$ cat src/rtl/exc_sel_pkg.sv
package exc_sel_pkg;

    localparam int XLEN    = 32;
    localparam int CODE_W  = 5;
    localparam int NUM_SRC = 9;

    // data access kinds
    localparam logic [2:0] MOP_NONE  = 3'd0;
    localparam logic [2:0] MOP_LOAD  = 3'd1;
    localparam logic [2:0] MOP_STORE = 3'd2;
    localparam logic [2:0] MOP_LR    = 3'd3;
    localparam logic [2:0] MOP_SC    = 3'd4;
    localparam logic [2:0] MOP_AMO   = 3'd5;

    // cause codes
    localparam logic [CODE_W-1:0] C_INSTR_ACC = 5'd1;
    localparam logic [CODE_W-1:0] C_ILLEGAL   = 5'd2;
    localparam logic [CODE_W-1:0] C_BREAK     = 5'd3;
    localparam logic [CODE_W-1:0] C_LD_MIS    = 5'd4;
    localparam logic [CODE_W-1:0] C_LD_ACC    = 5'd5;
    localparam logic [CODE_W-1:0] C_ST_MIS    = 5'd6;
    localparam logic [CODE_W-1:0] C_ST_ACC    = 5'd7;
    localparam logic [CODE_W-1:0] C_ECALL     = 5'd11;
    localparam logic [CODE_W-1:0] C_BUS_FLT   = 5'd24;

    // request slots, index 0 is most urgent
    localparam logic [CODE_W-1:0] PRIO_CODE [NUM_SRC] = '{
        C_INSTR_ACC, C_BUS_FLT, C_ILLEGAL, C_ECALL, C_BREAK,
        C_ST_ACC, C_LD_ACC, C_ST_MIS, C_LD_MIS
    };

    typedef enum logic {
        ST_IDLE = 1'b0,
        ST_TRAP = 1'b1
    } state_e;

endpackage

$ cat src/rtl/mem_fault_classify.sv
module mem_fault_classify
    import exc_sel_pkg::*;
(
    input  logic [2:0] mem_op,
    input  logic       misaligned,
    input  logic       io_region,
    input  logic       modified,
    input  logic       atomic_ok,
    output logic       ld_acc,
    output logic       st_acc,
    output logic       ld_mis,
    output logic       st_mis
);

    logic is_ld, is_st, is_lr, is_scamo, io_bad;

    always_comb begin
        is_lr    = (mem_op == MOP_LR);
        is_scamo = (mem_op == MOP_SC) || (mem_op == MOP_AMO);
        is_ld    = (mem_op == MOP_LOAD) || is_lr;
        is_st    = (mem_op == MOP_STORE) || is_scamo;
        io_bad   = io_region && (misaligned || modified);

        ld_acc = is_ld && (io_bad || (is_lr && !atomic_ok));
        st_acc = is_st && (io_bad || (is_scamo && !atomic_ok));
        ld_mis = is_lr && misaligned && !ld_acc;
        st_mis = is_scamo && misaligned && !st_acc;
    end

endmodule

$ cat src/rtl/excp_prio_pick.sv
module excp_prio_pick
    import exc_sel_pkg::*;
#(
    parameter int N = NUM_SRC
) (
    input  logic [N-1:0]      req,
    output logic              hit,
    output logic [CODE_W-1:0] code
);

    always_comb begin
        hit  = |req;
        code = '0;
        for (int i = N - 1; i >= 0; i--) begin
            if (req[i]) begin
                code = PRIO_CODE[i];
            end
        end
    end

endmodule

$ cat src/rtl/exc_sel_unit.sv
module exc_sel_unit
    import exc_sel_pkg::*;
(
    input  logic            clk,
    input  logic            rst_n,
    input  logic            valid_i,
    input  logic            flush_i,
    input  logic            fetch_acc_flt_i,
    input  logic            fetch_bus_flt_i,
    input  logic            illegal_i,
    input  logic            ecall_i,
    input  logic            ebreak_i,
    input  logic [2:0]      mem_op_i,
    input  logic            misaligned_i,
    input  logic            io_region_i,
    input  logic            modified_i,
    input  logic            atomic_ok_i,
    output logic            trap_valid_o,
    output logic [XLEN-1:0] cause_o
);

    logic ld_acc, st_acc, ld_mis, st_mis;
    logic [NUM_SRC-1:0] req;
    logic               any_req;
    logic [CODE_W-1:0]  win_code;
    logic               take;
    state_e             state_q, state_d;
    logic [XLEN-1:0]    cause_q;

    mem_fault_classify i_cls (
        .mem_op     (mem_op_i),
        .misaligned (misaligned_i),
        .io_region  (io_region_i),
        .modified   (modified_i),
        .atomic_ok  (atomic_ok_i),
        .ld_acc     (ld_acc),
        .st_acc     (st_acc),
        .ld_mis     (ld_mis),
        .st_mis     (st_mis)
    );

    assign req = {ld_mis, st_mis, ld_acc, st_acc, ebreak_i, ecall_i,
                  illegal_i, fetch_bus_flt_i, fetch_acc_flt_i};

    excp_prio_pick #(.N(NUM_SRC)) i_pick (
        .req  (req),
        .hit  (any_req),
        .code (win_code)
    );

    assign take = valid_i && !flush_i && any_req;

    // next state
    always_comb begin
        state_d = ST_IDLE;
        unique case (state_q)
            ST_IDLE: state_d = take ? ST_TRAP : ST_IDLE;
            ST_TRAP: state_d = take ? ST_TRAP : ST_IDLE;
            default: state_d = ST_IDLE;
        endcase
    end

    // state register
    always_ff @(posedge clk or negedge rst_n) begin
        if (!rst_n) state_q <= ST_IDLE;
        else        state_q <= state_d;
    end

    // outputs
    always_ff @(posedge clk or negedge rst_n) begin
        if (!rst_n) begin
            cause_q <= '0;
        end else if (take) begin
            cause_q <= {{(XLEN-CODE_W){1'b0}}, win_code};
        end else begin
            cause_q <= '0;
        end
    end

    assign trap_valid_o = (state_q == ST_TRAP);
    assign cause_o      = cause_q;

endmodule

$ cat config.mk
export PLATFORM = sky130hd
export DESIGN_NAME = exc_sel_unit
export DESIGN_NICKNAME = d
export VERILOG_FILES = /design/src/rtl/exc_sel_pkg.sv /design/src/rtl/mem_fault_classify.sv /design/src/rtl/excp_prio_pick.sv /design/src/rtl/exc_sel_unit.sv
export SDC_FILE = /design/constraint.sdc
export NUM_CORES = 1
export LEC_CHECK = 0
export ABC_AREA = 1
export BUFFER_PORTS_ARGS = -buffer_cell sky130_fd_sc_hd__clkbuf_2
export CAP_MARGIN = 20
export CORE_MARGIN = 2
export CORE_UTILIZATION = 34
export CTS_CLUSTER_DIAMETER = 30
export DETAILED_ROUTE_END_ITERATION = 8
export HOLD_SLACK_MARGIN = 0.1
export PLACE_DENSITY = 0.85
export SETUP_SLACK_MARGIN = 0.4
export SLEW_MARGIN = 25
export SYNTH_ARGS = -nofsm -noshare
export SYNTH_HDL_FRONTEND = slang
export SYNTH_SLANG_ARGS = --single-unit
$ cat constraint.sdc
create_clock -name clk -period 0.8 [get_ports clk]
set_input_delay 0.16 -clock clk [delete_from_list [all_inputs] [get_ports clk]]
set_output_delay 0.16 -clock clk [all_outputs]
set_load 0.02 [all_outputs]
**Word-level counts from Yosys, hierarchy flattened**

Index checks and enable logic that the tools add are counted.

- Multipliers: 0
- Eq/ne operators: 5
- Reduce and logical (&&, ||, !) cells: 22
- Add/subtract/negate cells: 0
- Div/mod/pow operators: 0
- Bitwise operators: 0
- Magnitude comparators: 0
- Mux-type cells: 11
- Shift operators: 0

Operators by type and width:

| kind | number |
|---|---|
| $mux 3 | 5 |
| $mux 5 | 3 |
| $logic_and 1x1->1 | 11 |
| $reduce_or 9->1 | 1 |
| $mux 4 | 2 |
| $eq 3x2->1 const B | 2 |
| $eq 3x3->1 const B | 2 |
| $logic_or 1x1->1 | 6 |
| $logic_not 1->1 | 4 |
| $eq 3x1->1 const B | 1 |
| $mux 1 | 1 |

- Logic and storage cells: 40
- Output and inout port bits: 33
- ROM bits: 0
- RAM bits: 0
- Memories kept: 0
- Register bits: 33
- Bits in latches: 0
- Bits of input ports: 16

**Logic depth before layout (Yosys ltp)**

- Word-level depth: 16
- Mapped depth: 9
- Depth with buffers taken out: 9

**Modules after synthesis**

From an unflattened synthesis, not the netlist that was laid out.

- Cells, all modules: 92
- Area, all modules: 614.3 um^2

By module, submodules not included:

| module | times used | cells an instance | area an instance (um^2) |
|---|---|---|---|
| exc_sel_unit | 1 | 47 | 411.6 |
| excp_prio_pick | 1 | 26 | 112.6 |
| mem_fault_classify | 1 | 19 | 90.1 |

**Least setup slack after synthesis**

Ideal clock, no wire load.

- Path kind: input port to flip-flop
- From: input misaligned_i
- To: register cause_q[3], in the netlist cause_o[3]
- Arrival time: 0.779 ns
- Setup slack: -0.101 ns
- Path buffers: 0
- Stages on the path: 8
- Path through: inv_1 > nand2_1 > nand2_1 > nand2_1 > a21oi_1 > nand3_2 > nand2_4 > nor2_1

- Cells in the longest elaborated chain, start to end: 9

RTL lines:

| item | line | RTL |
|---|---|---|
| start: declaration | exc_sel_unit.sv:14 | `input logic misaligned_i,` |
| $logic_or 1x1->1 | mem_fault_classify.sv:22 | `io_bad = io_region && (misaligned \|\| modified);` |
| $logic_and 1x1->1 | mem_fault_classify.sv:22 |  |
| $logic_or 1x1->1 (on tied branches) | mem_fault_classify.sv:25, mem_fault_classify.sv:24 |  |
| $logic_and 1x1->1 (on tied branches) | mem_fault_classify.sv:25, mem_fault_classify.sv:24 |  |
| $logic_not 1->1 (on tied branches) | mem_fault_classify.sv:27, mem_fault_classify.sv:26 |  |
| $logic_and 1x1->1 (on tied branches) | mem_fault_classify.sv:27, mem_fault_classify.sv:26 |  |
| $reduce_or 9->1 * | excp_prio_pick.sv:12 | `hit = \|req;` |
| $logic_and 1x1->1 * | exc_sel_unit.sv:51 | `assign take = valid_i && !flush_i && any_req;` |
| $mux 5 * | exc_sel_unit.sv:73 | `end else if (take) begin` |
| end signal: assignment | exc_sel_unit.sv:74 | `cause_q <= {{(XLEN-CODE_W){1'b0}}, win_code};` |
| end: declaration | exc_sel_unit.sv:28 | `logic [XLEN-1:0] cause_q;` |

Every way passes the cells marked *; elsewhere a longest branch is shown, timed or not.

**Worst setup path after layout**

- From: register state_q, in the netlist trap_valid_o
- To: output trap_valid_o

RTL lines:

| item | line | RTL |
|---|---|---|
| start: declaration | exc_sel_unit.sv:27 | `state_e state_q, state_d;` |
| start signal: assignment | exc_sel_unit.sv:66 | `else state_q <= state_d;` |
| end: declaration | exc_sel_unit.sv:18 | `output logic trap_valid_o,` |

No word-level cell between the ends.

==> impl_metrics.prom <==
# TYPE chip_impl_metric gauge
chip_impl_metric{name="post_route_cells_drive_above_1_share",unit=""} 0.545
chip_impl_metric{name="cts_buffers",unit=""} 3
chip_impl_metric{name="antenna_left",unit=""} 0
chip_impl_metric{name="clock.fmax",unit="MHz"} 1110
chip_impl_metric{name="std_cell_rows",unit=""} 15
chip_impl_metric{name="required",unit="ps"} 640
chip_impl_metric{name="multi_input_area",unit="µm²"} 460
chip_impl_metric{name="synth_seq_area_share",unit=""} 0.245
chip_impl_metric{name="final_worst_path_period_share",unit=""} 1.12
chip_impl_metric{name="final.setup.tns",unit="ps"} -570
chip_impl_metric{name="max_cap_viol_count",unit=""} 0
chip_impl_metric{name="syn_area",unit="µm²"} 612
chip_impl_metric{name="routed_wirelength",unit="mm"} 1.37
chip_impl_info{name="post-synth-top-area-cell",value="sky130_fd_sc_hd__buf_4"} 1
chip_impl_info{name="violations",value="negative hold slack, negative setup slack"} 1
chip_impl_info{name="netlist_top_cells_count",value="27 x sky130_fd_sc_hd__buf_4, 13 x sky130_fd_sc_hd__nor2_1, 12 x sky130_fd_sc_hd__inv_1, 11 x sky130_fd_sc_hd__nand2_1"} 1
chip_impl_metric{name="synth_edf_count",unit=""} 0
chip_impl_info{name="critical_path_capture_point",value="trap_valid_o"} 1
chip_impl_metric{name="power.density_cell_area",unit="mW/mm²"} 1030
chip_impl_metric{name="synth_area_per_cell",unit="µm²"} 6.80
chip_impl_metric{name="met1Wirelength",unit="µm"} 351
chip_impl_metric{name="ys_types",unit=""} 16
chip_impl_info{name="crit_family",value="flip-flops"} 1
chip_impl_metric{name="io_buffer_count",unit=""} 21
chip_impl_metric{name="async_reset_ff_frac",unit=""} 1.00
chip_impl_metric{name="initial_core_util",unit=""} 0.358
chip_impl_metric{name="routed_wire_length_per_instance",unit="µm"} 9.38
chip_impl_metric{name="routability_congestion_estimate",unit=""} 0.798
chip_impl_info{name="ys_top_cells_by_area",value="sky130_fd_sc_hd__buf_4 33%, sky130_fd_sc_hd__dfrtp_1 25%, sky130_fd_sc_hd__nor2_1 8.0%, sky130_fd_sc_hd__inv_1 7.4%, sky130_fd_sc_hd__nand2_1 6.7%"} 1
chip_impl_info{name="critical_path.cell_chain",value="buf_6"} 1
chip_impl_metric{name="htree_num_levels",unit=""} 1
chip_impl_metric{name="first_global_vias",unit=""} 465
chip_impl_metric{name="netlist_instances",unit=""} 90
chip_impl_info{name="rsz0062_at_grt",value="yes"} 1
chip_impl_metric{name="global_route.overflow_total",unit=""} 0
chip_impl_metric{name="yosysWarningCount",unit=""} 0
chip_impl_metric{name="dr_total_vias",unit=""} 583
chip_impl_metric{name="post-synth-top-area-fraction",unit=""} 0.331
chip_impl_info{name="tritoncts",value="yes"} 1
chip_impl_metric{name="met2RoutedLength",unit="µm"} 847
chip_impl_metric{name="clkSlewWorstSetupHoldPaths",unit="ps"} 40
chip_impl_metric{name="first_pass_grt_wire_length",unit="mm"} 1.72
chip_impl_metric{name="cp_num_cells",unit=""} 1
chip_impl_metric{name="pin_count",unit=""} 49
chip_impl_info{name="synthMostInstantiatedCell",value="sky130_fd_sc_hd__buf_4"} 1
chip_impl_metric{name="report.final.hold_viol_count",unit=""} 6
chip_impl_metric{name="setup_viol_count_final",unit=""} 6
chip_impl_metric{name="antenna-diode-count",unit=""} 0
chip_impl_metric{name="syn2layout_area_growth",unit="%"} 67.9
chip_impl_info{name="holdCritPathClass",value="in -> async"} 1
chip_impl_info{name="worst_setup_path_startpoint",value="trap_valid_o"} 1
chip_impl_info{name="cp-start-kind",value="flip-flop"} 1
chip_impl_metric{name="hpwlAfterDp",unit="µm"} 963
chip_impl_metric{name="worst_slack_placed",unit="ps"} -261
chip_impl_metric{name="num-fill-cells",unit=""} 150
chip_impl_info{name="outcome",value="complete, but fails checks"} 1
chip_impl_metric{name="final_nets",unit=""} 139
chip_impl_metric{name="fin_cells",unit=""} 146
chip_impl_metric{name="chipHeight",unit="µm"} 46.4
chip_impl_info{name="setup.worst_path.end_class",value="output port"} 1
chip_impl_info{name="critical-path-slowest-cell",value="sky130_fd_sc_hd__dfrtp_1"} 1
chip_impl_metric{name="cpPeakStageDelay",unit="ps"} 370
chip_impl_metric{name="detailedRoute.firstIterationViolations",unit=""} 6
chip_impl_metric{name="final_max_slew_viol_count",unit=""} 0
chip_impl_metric{name="initial_antenna_violation_count",unit=""} 0
chip_impl_metric{name="wl_met3",unit="µm"} 110
chip_impl_metric{name="synth.ff_latch_count",unit=""} 6
chip_impl_metric{name="drc",unit=""} 0
chip_impl_metric{name="power.ir.vdd_worst",unit="mV"} 0.455
chip_impl_metric{name="final-seq-area",unit="µm²"} 150
chip_impl_info{name="cts-root-buf",value="sky130_fd_sc_hd__clkbuf_4"} 1
chip_impl_metric{name="maximum_number_of_pins_on_one_net_before_global_route_repair",unit=""} 7
chip_impl_metric{name="dieWidth",unit="µm"} 46.4
chip_impl_info{name="route.top_layer_used",value="met4"} 1
chip_impl_metric{name="crit_arrival",unit="ps"} 740
chip_impl_metric{name="fin_ws",unit="ps"} -97.9
chip_impl_metric{name="die-area",unit="mm²"} 0.00215
chip_impl_metric{name="leakage",unit="nW"} 0.545
chip_impl_metric{name="period_minus_slack",unit="ps"} 898
chip_impl_metric{name="grtUsageTotal",unit=""} 0.114
chip_impl_metric{name="core_region_area",unit="mm²"} 0.00171
chip_impl_info{name="synth_top_flop_cell",value="sky130_fd_sc_hd__dfrtp_1"} 1
chip_impl_metric{name="critPathBufInv",unit=""} 1
chip_impl_metric{name="worst_hold_slack",unit="ps"} -269
chip_impl_metric{name="cts_max_path_buffers",unit=""} 2
chip_impl_metric{name="dpl.cell_count",unit=""} 142
chip_impl_metric{name="via_per_inst",unit=""} 3.99
chip_impl_metric{name="drtPass1Iterations",unit=""} 3
chip_impl_metric{name="clock_sinks",unit=""} 6
chip_impl_metric{name="total_power",unit="W"} 0.00106
chip_impl_metric{name="critical_path_peak_fanout",unit=""} 1
chip_impl_info{name="worst-setup-path-type",value="reg -> out"} 1
-- registers in the layout, summed over array words and instances (netlist names) --
register,count
cause_o,5
trap_valid_o,1
-- repair_timing --
item | 4_1_cts | 5_1_grt
gates cloned | 0 | 0
setup endpoints to repair | 12 | 12
resized for setup | 25 | 51
buffers inserted | 0 | 1
hold endpoints to repair | 6 | 6
pin swaps | 15 | 14
-- cell type report --
cell class | count | share of cell area
multi-input cells | 70 | 0.448
flip-flops and latches | 6 | 0.146
repair buffers | 29 | 0.267
clock buffers | 3 | 0.0219
well taps | 25 | 0.0305
inverters | 13 | 0.0865
-- through the flow --
stage / hold WS, ps / cell area (µm²) / util
finish: -269 / 1030 / 0.601
global placement: -17.7 / 738 / 0.432
global route: -251 / 1030 / 0.601
CTS: -272 / 860 / 0.503
detailed placement: -12.4 / 738 / 0.432
floorplan: -136 / 752 / -
-- where the power goes --
group / internal [W] / switching [W]
combinational: 0.000176 / 0.000300
clock: 0.000169 / 0.0000983
sequential: 0.000315 / 0.00000422
-- routing by layer --
metal | up-vias | track usage
met5 | - | 0
met4 | 0 | 0.0971
met3 | 7 | 0.0157
met2 | 38 | 0.228
met1 | 258 | 0.0935
li1 | 280 | -
-- cell usage in the layout (no fill, tap or decap) --
cell / instances
sky130_fd_sc_hd__conb_1: 27
sky130_fd_sc_hd__clkbuf_2: 9
sky130_fd_sc_hd__buf_4: 8
sky130_fd_sc_hd__nor2_1: 7
sky130_fd_sc_hd__buf_6: 7
sky130_fd_sc_hd__nand2_4: 6
sky130_fd_sc_hd__dfrtp_1: 6
sky130_fd_sc_hd__inv_1: 5
sky130_fd_sc_hd__nand2_1: 5
sky130_fd_sc_hd__nor2_2: 4
sky130_fd_sc_hd__inv_8: 3
sky130_fd_sc_hd__inv_2: 3
sky130_fd_sc_hd__nand3_4: 3
sky130_fd_sc_hd__nor2_4: 3
sky130_fd_sc_hd__nand2_2: 3
sky130_fd_sc_hd__nand3_2: 3
sky130_fd_sc_hd__clkbuf_4: 3
sky130_fd_sc_hd__buf_8: 3
sky130_fd_sc_hd__nand2_8: 2
sky130_fd_sc_hd__a21oi_2: 2
sky130_fd_sc_hd__clkinv_4: 1
sky130_fd_sc_hd__clkinv_8: 1
sky130_fd_sc_hd__nand3_1: 1
sky130_fd_sc_hd__nand4_1: 1
sky130_fd_sc_hd__o21ai_0: 1
sky130_fd_sc_hd__nand3b_1: 1
sky130_fd_sc_hd__o21ai_1: 1
sky130_fd_sc_hd__clkbuf_16: 1
sky130_fd_sc_hd__buf_12: 1
-- how the worst min path moves through the flow --
stage | start | slack [ps] | end
finish | rst_n | -270 | cause_o[3]
global route | rst_n | -250 | trap_valid_o
CTS | rst_n | -270 | cause_o[2]
detailed placement | rst_n | -10 | cause_o[3]
global placement | rst_n | -20 | cause_o[0]
floorplan | rst_n | -140 | cause_o[0]
-- logic make-up after synthesis --
logic type,share of synthesized area
buf+inv,0.411
simple gates,0.305
other cells,0.00613
compound gates,0.0327
flops,0.245
No activity file was read; power rests on OpenSTA's default activity.
